`config.mk`:
```
export PLATFORM = sky130hd
export DESIGN_NAME = prox_event_det
export DESIGN_NICKNAME = d
export VERILOG_FILES = /design/src/rtl/prox_pkg.sv /design/src/rtl/prox_thr_calc.sv /design/src/rtl/prox_debounce.sv /design/src/rtl/prox_event_det.sv
export SDC_FILE = /design/constraint.sdc
export NUM_CORES = 1
export LEC_CHECK = 0
export ABC_CLOCK_PERIOD_IN_PS = 11400
export BUFFER_PORTS_ARGS = -buffer_cell sky130_fd_sc_hd__buf_4
export CORE_MARGIN = 2
export CORE_UTILIZATION = 55
export CTS_CLUSTER_SIZE = 30
export DETAILED_ROUTE_END_ITERATION = 6
export PLACE_DENSITY = 0.75
export REMOVE_ABC_BUFFERS = 1
export SYNTH_ARGS = -nofsm -noshare
export SYNTH_HDL_FRONTEND = slang
export SYNTH_SLANG_ARGS = --single-unit
export TNS_END_PERCENT = 30
```
`constraint.sdc`:
```
create_clock -name clk -period 11.4 [get_ports clk]
set_clock_uncertainty 0.2 [all_clocks]
set_input_delay 0.57 -clock clk [delete_from_list [all_inputs] [get_ports clk]]
set_output_delay 0.57 -clock clk [all_outputs]
set_load 0.01 [all_outputs]
```
`src/rtl/prox_pkg.sv`:
```
package prox_pkg;
   localparam int SMP_W       = 12;
   localparam int CONT_W      = 16;
   localparam int CODE_W      = 8;
   localparam int CFG_W       = 8;
   localparam int FLD_W       = 2;
   localparam int IRQ_W       = 8;
   localparam int IRQ_NEAR    = 3;
   localparam int IRQ_FAR     = 2;
   localparam int HYS_LSB     = 4;
   localparam int ENT_LSB     = 2;
   localparam int REL_LSB     = 0;

   typedef enum logic {ST_FAR = 1'b0, ST_NEAR = 1'b1} prox_state_e;
endpackage

```
`src/rtl/prox_thr_calc.sv`:
```
module prox_thr_calc #(
   parameter int CODE_W = 8,
   parameter int FLD_W  = 2,
   localparam int THR_W = 2*CODE_W - 1
) (
   input  logic [CODE_W-1:0] code,
   input  logic [FLD_W-1:0]  hsel,
   output logic [THR_W:0]    lvl_hi,
   output logic [THR_W:0]    lvl_lo
);
   localparam int SHIFT_BASE = (1 << FLD_W) + 1;

   logic [2*CODE_W-1:0] sq;
   logic [THR_W-1:0]    thr;
   logic [THR_W-1:0]    hyst;

   always_comb begin
      sq = code * code;
      if (code <= CODE_W'(1))
         thr = THR_W'(code);
      else
         thr = sq[2*CODE_W-1:1];
      if (hsel == '0)
         hyst = '0;
      else
         hyst = thr >> (SHIFT_BASE - int'(hsel));
      lvl_hi = {1'b0, thr} + {1'b0, hyst};
      lvl_lo = {1'b0, thr} - {1'b0, hyst};
   end
endmodule

```
`src/rtl/prox_debounce.sv`:
```
module prox_debounce #(
   parameter int FLD_W = 2,
   localparam int CNT_W = (1 << FLD_W) + 1
) (
   input  logic             clk,
   input  logic             rst_n,
   input  logic             arm,
   input  logic             step,
   input  logic             qual,
   input  logic [FLD_W-1:0] len_sel,
   output logic             fire
);
   logic [CNT_W-1:0] cnt;
   logic [CNT_W-1:0] need;
   logic [CNT_W-1:0] cnt_inc;

   always_comb begin
      need    = CNT_W'(1) << len_sel;
      cnt_inc = cnt + CNT_W'(1);
      fire    = arm && step && qual && (cnt_inc >= need);
   end

   always_ff @(posedge clk) begin
      if (!rst_n || !arm)
         cnt <= '0;
      else if (step) begin
         if (!qual || fire)
            cnt <= '0;
         else
            cnt <= cnt_inc;
      end
   end
endmodule

```
`src/rtl/prox_event_det.sv`:
```
module prox_event_det
   import prox_pkg::*;
#(
   parameter int P_SMP_W  = SMP_W,
   parameter int P_CONT_W = CONT_W,
   parameter int P_CODE_W = CODE_W,
   parameter int P_IRQ_W  = IRQ_W
) (
   input  logic                clk,
   input  logic                rst_n,
   input  logic                smp_vld,
   input  logic                smp_chan,
   input  logic [P_CONT_W-1:0] smp_data,
   input  logic [P_CODE_W-1:0] thr_code,
   input  logic [CFG_W-1:0]    cfg_byte,
   input  logic [P_IRQ_W-1:0]  irq_clr,
   output logic                near_stat,
   output logic [P_IRQ_W-1:0]  irq_src
);
   localparam int THR_W = 2*P_CODE_W - 1;
   localparam int CMP_W = THR_W + 2;

   if (P_SMP_W > P_CONT_W) begin : g_bad_width
      $error("sample wider than its container");
   end
   if (P_IRQ_W <= IRQ_NEAR) begin : g_bad_irq
      $error("interrupt vector too narrow");
   end
   if (CMP_W <= P_SMP_W) begin : g_bad_cmp
      $error("threshold range narrower than sample");
   end

   prox_state_e         st;
   logic [THR_W:0]      lvl_hi, lvl_lo;
   logic signed [CMP_W-1:0] smp_s, hi_s, lo_s;
   logic                meas_step;
   logic [1:0]          arm, qual, fire;
   logic [1:0][FLD_W-1:0] len_sel;
   logic                flag_near, flag_far;

   prox_thr_calc #(.CODE_W(P_CODE_W), .FLD_W(FLD_W)) u_thr (
      .code   (thr_code),
      .hsel   (cfg_byte[HYS_LSB +: FLD_W]),
      .lvl_hi (lvl_hi),
      .lvl_lo (lvl_lo)
   );

   always_comb begin
      smp_s     = CMP_W'(signed'(smp_data[P_SMP_W-1:0]));
      hi_s      = signed'({1'b0, lvl_hi});
      lo_s      = signed'({1'b0, lvl_lo});
      meas_step = smp_vld && smp_chan;
      arm[0]    = (st == ST_FAR);
      arm[1]    = (st == ST_NEAR);
      qual[0]   = (smp_s >= hi_s);
      qual[1]   = (smp_s <  lo_s);
      len_sel[0] = cfg_byte[ENT_LSB +: FLD_W];
      len_sel[1] = cfg_byte[REL_LSB +: FLD_W];
   end

   for (genvar i = 0; i < 2; i++) begin : g_deb
      prox_debounce #(.FLD_W(FLD_W)) u_deb (
         .clk     (clk),
         .rst_n   (rst_n),
         .arm     (arm[i]),
         .step    (meas_step),
         .qual    (qual[i]),
         .len_sel (len_sel[i]),
         .fire    (fire[i])
      );
   end

   always_ff @(posedge clk) begin
      if (!rst_n) begin
         st        <= ST_FAR;
         flag_near <= 1'b0;
         flag_far  <= 1'b0;
      end else begin
         if (fire[0])
            st <= ST_NEAR;
         else if (fire[1])
            st <= ST_FAR;
         flag_near <= (flag_near && !irq_clr[IRQ_NEAR]) || fire[0];
         flag_far  <= (flag_far  && !irq_clr[IRQ_FAR])  || fire[1];
      end
   end

   always_comb begin
      near_stat          = (st == ST_NEAR);
      irq_src            = '0;
      irq_src[IRQ_NEAR]  = flag_near;
      irq_src[IRQ_FAR]   = flag_far;
   end
endmodule

```
After elaboration in Yosys (flattened, before gate mapping):

Cells that the tools add are included.

* flip-flop bits (word level): 13
* bits of input ports: 44
* word-level logic and storage cells: 49

* add/subtract/negate cells: 5
* $mul: 1
* magnitude comparators: 5
* shift operators: 3
* multiplexer cells: 6
* bitwise operators: 1
* reduce and logical (&&, ||, !) cells: 23

Operators by type and width (number)
* $shr A15 B32 Y15: 1
* $mux W15: 2
* $ge A12 B17 Y1: 1
* $lt A12 B17 Y1: 1
* $add A15 B15 Y16: 1
* $mul A8 B8 Y16: 1
* $sub A15 B15 Y16: 1
* $add A5 B1 Y5 const B: 2
* $ge A5 B5 Y1: 2
* $mux W5: 2
* $shl A1 B2 Y5 const A: 2
* $logic_and A1 B1 Y1: 9
* $le A8 B1 Y1 const B: 1
* $logic_not A1 Y1: 6
* $logic_or A1 B1 Y1: 6
* $sub A3 B2 Y4 const A: 1
* $logic_not A2 Y1: 1
* $mux W1: 2
* $reduce_bool A2 Y1: 1
* $not A1 Y1: 1

Longest topological paths before layout:

* depth in word-level cells: 10
* gate-level depth with buffers: 38
* gate-level depth less buffers: 36

Cells and area by module:

From an unflattened synthesis, not the netlist that was laid out.

* cell total of the unflattened synthesis: 720
* area total of the unflattened synthesis: 5455.2 µm²

Modules (own cells, without submodules)
* prox_thr_calc: instances 1, cells each 511, area each 3722.3 µm², sequential area each 0.0 µm²
* prox_event_det: instances 1, cells each 127, area each 959.7 µm², sequential area each 60.1 µm²
* prox_debounce: instances 2, cells each 41, area each 386.6 µm², sequential area each 100.1 µm²

Worst setup path before layout:

OpenSTA, ideal clock, no wires.

* kind: input to register
* from: in thr_code[2]
* to: reg g_deb[0].u_deb.cnt[0]
* setup time: 0.121 ns
* data arrival time: 7.695 ns
* path slack: 3.384 ns
* stages: 31
* path through: clkbuf_1 > nand2_1 > fa_1 > inv_1 > fa_1 > fa_1 > inv_1 > fa_1 > inv_1 > ha_1 > or3_1 > o21ai_1 > o211ai_1 > a21oi_1 > xnor2_1 > and4_1 > a311oi_1 > ha_1 > clkbuf_1 > or3_1 > a2111oi_0 > or3_1 > o221ai_1 > xnor2_1 > ha_1 > a21oi_1 > o21ai_0 > a221oi_1 > o21ai_0 > and3_1 > mux2_2

* cells in the longest elaborated chain, start to end: 10

Ends and longest elaborated chain
* from (decl): line prox_event_det.sv:14 `input logic [P_CODE_W-1:0] thr_code,`
* $mul A8 B8 Y16 or $le A8 B1 Y1 (tied branches): line prox_thr_calc.sv:18, prox_thr_calc.sv:19
* $mux W15 (*): line prox_thr_calc.sv:19 `if (code <= CODE_W'(1))`
* $shr A15 B32 Y15: line prox_thr_calc.sv:26 `hyst = thr >> (SHIFT_BASE - int'(hsel));`
* $mux W15: line prox_thr_calc.sv:23 `if (hsel == '0)`
* $add A15 B15 Y16 (*): line prox_thr_calc.sv:27 `lvl_hi = {1'b0, thr} + {1'b0, hyst};`
* $ge A12 B17 Y1 (*): line prox_event_det.sv:55 `qual[0] = (smp_s >= hi_s);`
* $logic_and A1 B1 Y1 (2 in a row): line prox_debounce.sv:20 `fire = arm && step && qual && (cnt_inc >= need);`
* $logic_or A1 B1 Y1 (*): line prox_debounce.sv:27 `if (!qual || fire)`
* $mux W5 (*): line prox_debounce.sv:27
* to (signal assigned): line prox_debounce.sv:30 `cnt <= cnt_inc;`
* to (decl): line prox_debounce.sv:13 `logic [CNT_W-1:0] cnt;`

Every way passes the cells marked *; elsewhere a longest branch is shown, timed or not.
A chain may end at the register's enable or synchronous reset.

Final worst setup path:

Ends and elaborated chain as after synthesis.

==> metrics.txt <==
Setup crit end g_deb[0].u_deb.cnt[0]; Slew @ Worst Pin 0.674 ns; initial antenna violation count 0; crit path DAT about 8.5 ns; I/O Pins 53; YS warnings 0; worst flop-to-flop path startpoint g_deb[1].u_deb.cnt[0]; Port Buf Inserts 34; Core Region 8640 sq um; post-synthesis cell area 4850 sq um; unrepaired setup endpoints after global routing false; FF-to-FF path depth 7; crit path from thr_code[2]; WL final just under 10,000 um; DRT Pass-1 Iters 4; nets 802; Post-synth EDFFs 0; vias 4,189; max-cap viol count 0; Routed Antenna Nets 0; FMAX 118 MHz; Rel. slew slack 0.539; Syn Area/Cell 7.89 sq um; drt initial violations 144; CP Capture Type flip-flop; synth unique cells a little under 60; most frequent cells in the layout 99 x ha_1, 65 x inv_1, 47 x nand2_1, 36 x nor2_1, 34 x buf_4; Reg clk slew, reported paths ~0.050 ns; Post-CTS Setup Bufs 0; Primary FF master, synth dfxtp_1; CTS tree built; fraction of layout cells with a size suffix above 1 0.0745; hpwl dp 8480 um; die height about 98 um; Critical-path top delay cell a2111oi_0; largest net degree at the start of global routing 31; Post-route DRC 0; # hold bufs at CTS 0; full die area ~9600 sq um; final setup violation count 0; worst-path maximum fanout 9; CTS Sinks 13; Final Wtd Congestion 0.813; worst hold stages 2; first-pass GRT wire length 17,900 um; CTS Buf Count 3; grt total ovfl 0; total track usage 0.214; cts repair resizes 0; commonest non-fill, non-tap cell in the layout ha_1; Worst R2R Setup Slack approximately 8.9 ns; CTS root buf clkbuf_8; ANT cells 0; clk_lat worst skew 0.24 ns; Synth-to-Final Area Change 6.53%; Reg-to-Reg End g_deb[1].u_deb.cnt[1]; register bit total from synthesis 13; status finished clean; Slew Viols, Final 0; Worst setup SP type input pin; hold crit path type flip-flop to flip-flop; CTS H-tree depth 1; chip width approximately 98 um; fin crit share 0.746; via/cell ratio 5.67; sequential-to-total area share from yosys stat 0.0537; number of global-route vias before repair 4,216; Synth Instances 614; CP Data Required Time 11.39 ns; share of flip-flops with an asynchronous set or reset 0; Worst path most repeated cell fa_1; setup TNS 0 ns; kind of critical path input pin to flip-flop; row count 34; Tmin final 8.51 ns; Initial Utilization 0.561; CP peak stage delay around 0.67 ns; WL per Instance roughly 13 um; clock buffer depth 2; Final Hold Viols 0
## worst max-delay path: cells and delay by family
kind	cells	cell delay [ns]
XOR/XNOR	1	0.16
adder cells (fa/ha/maj)	7	3.00
AND/OR/NAND/NOR	7	1.52
buffers and inverters	4	0.30
multiplexers	3	0.95
AO/OA/AOI/OAI	7	1.96
## per-layer routing
metal	vias up	wire [um]	global-route usage
met5	-	0	0
met3	8	226	0.0179
met2	66	4880	0.393
li1	2155	-	-
met1	1960	4600	0.279
met4	0	81	0.0299
## area by class of cell
cell class | instances | area [sq um]
fill | 801 | 3470
multi-input combinational | 515 | 4220
tap | 108 | 135
inverter | 65 | 244
sequential | 13 | 260
clock buffer | 4 | 45.0
timing repair buffer | 34 | 255
## state kept, by name, summed over array words and instances (netlist names)
register / cells
g_deb.u_deb.cnt: 10
flag_far: 1
flag_near: 1
near_stat: 1
## kinds of logic after synthesis
family / synth area share
simple gates: 0.190
compound gates: 0.206
fa+ha+maj: 0.367
buf+inv: 0.0811
xor+xnor: 0.0777
flops: 0.0537
mux: 0.0235
other cells: 0.00155
## Yosys cell counts (9+ instances only)
cell      instances  area, sq um
a21o_1           16          120
a21oi_1          30          150
and2_1           29          181
clkbuf_1         17         63.8
dfxtp_1          13          260
fa_1             27          541
ha_1             99         1240
inv_1            65          244
nand2_1          47          176
nand2b_1         16          100
nand3_1          16         80.1
nor2_1           36          135
o21a_1            9         67.6
o21ai_0          25          125
xnor2_1          33          289
xor2_1           10         87.6
## stage by stage
stage                     area, sq um  setup WS [ns]   util  hold WS, ns  instances
after floorplan                  4730           3.67      -        0.250        593
after global placement           5120           2.78  0.593        0.262        735
after detailed placement         5120           2.69  0.593        0.270        735
after CTS                        5160           2.92  0.598        0.278        739
after global routing             5160           2.25  0.598        0.304        739
final                            5160           2.89  0.598        0.275        739
## worst min path at each step
stage | startpoint | endpoint | slack, ns
6_report | g_deb[1].u_deb.cnt[1] | g_deb[1].u_deb.cnt[1] | 0.28
5_1_grt | flag_near | flag_near | 0.30
4_1_cts | g_deb[1].u_deb.cnt[1] | g_deb[1].u_deb.cnt[1] | 0.28
3_5_place_dp | flag_near | flag_near | 0.27
3_3_place_gp | flag_near | flag_near | 0.26
2_1_floorplan | g_deb[1].u_deb.cnt[1] | g_deb[1].u_deb.cnt[1] | 0.25
Power is left out: the tool's default activity adds up to more than one toggle a clock period on the data nets, which glitch-free logic cannot reach.
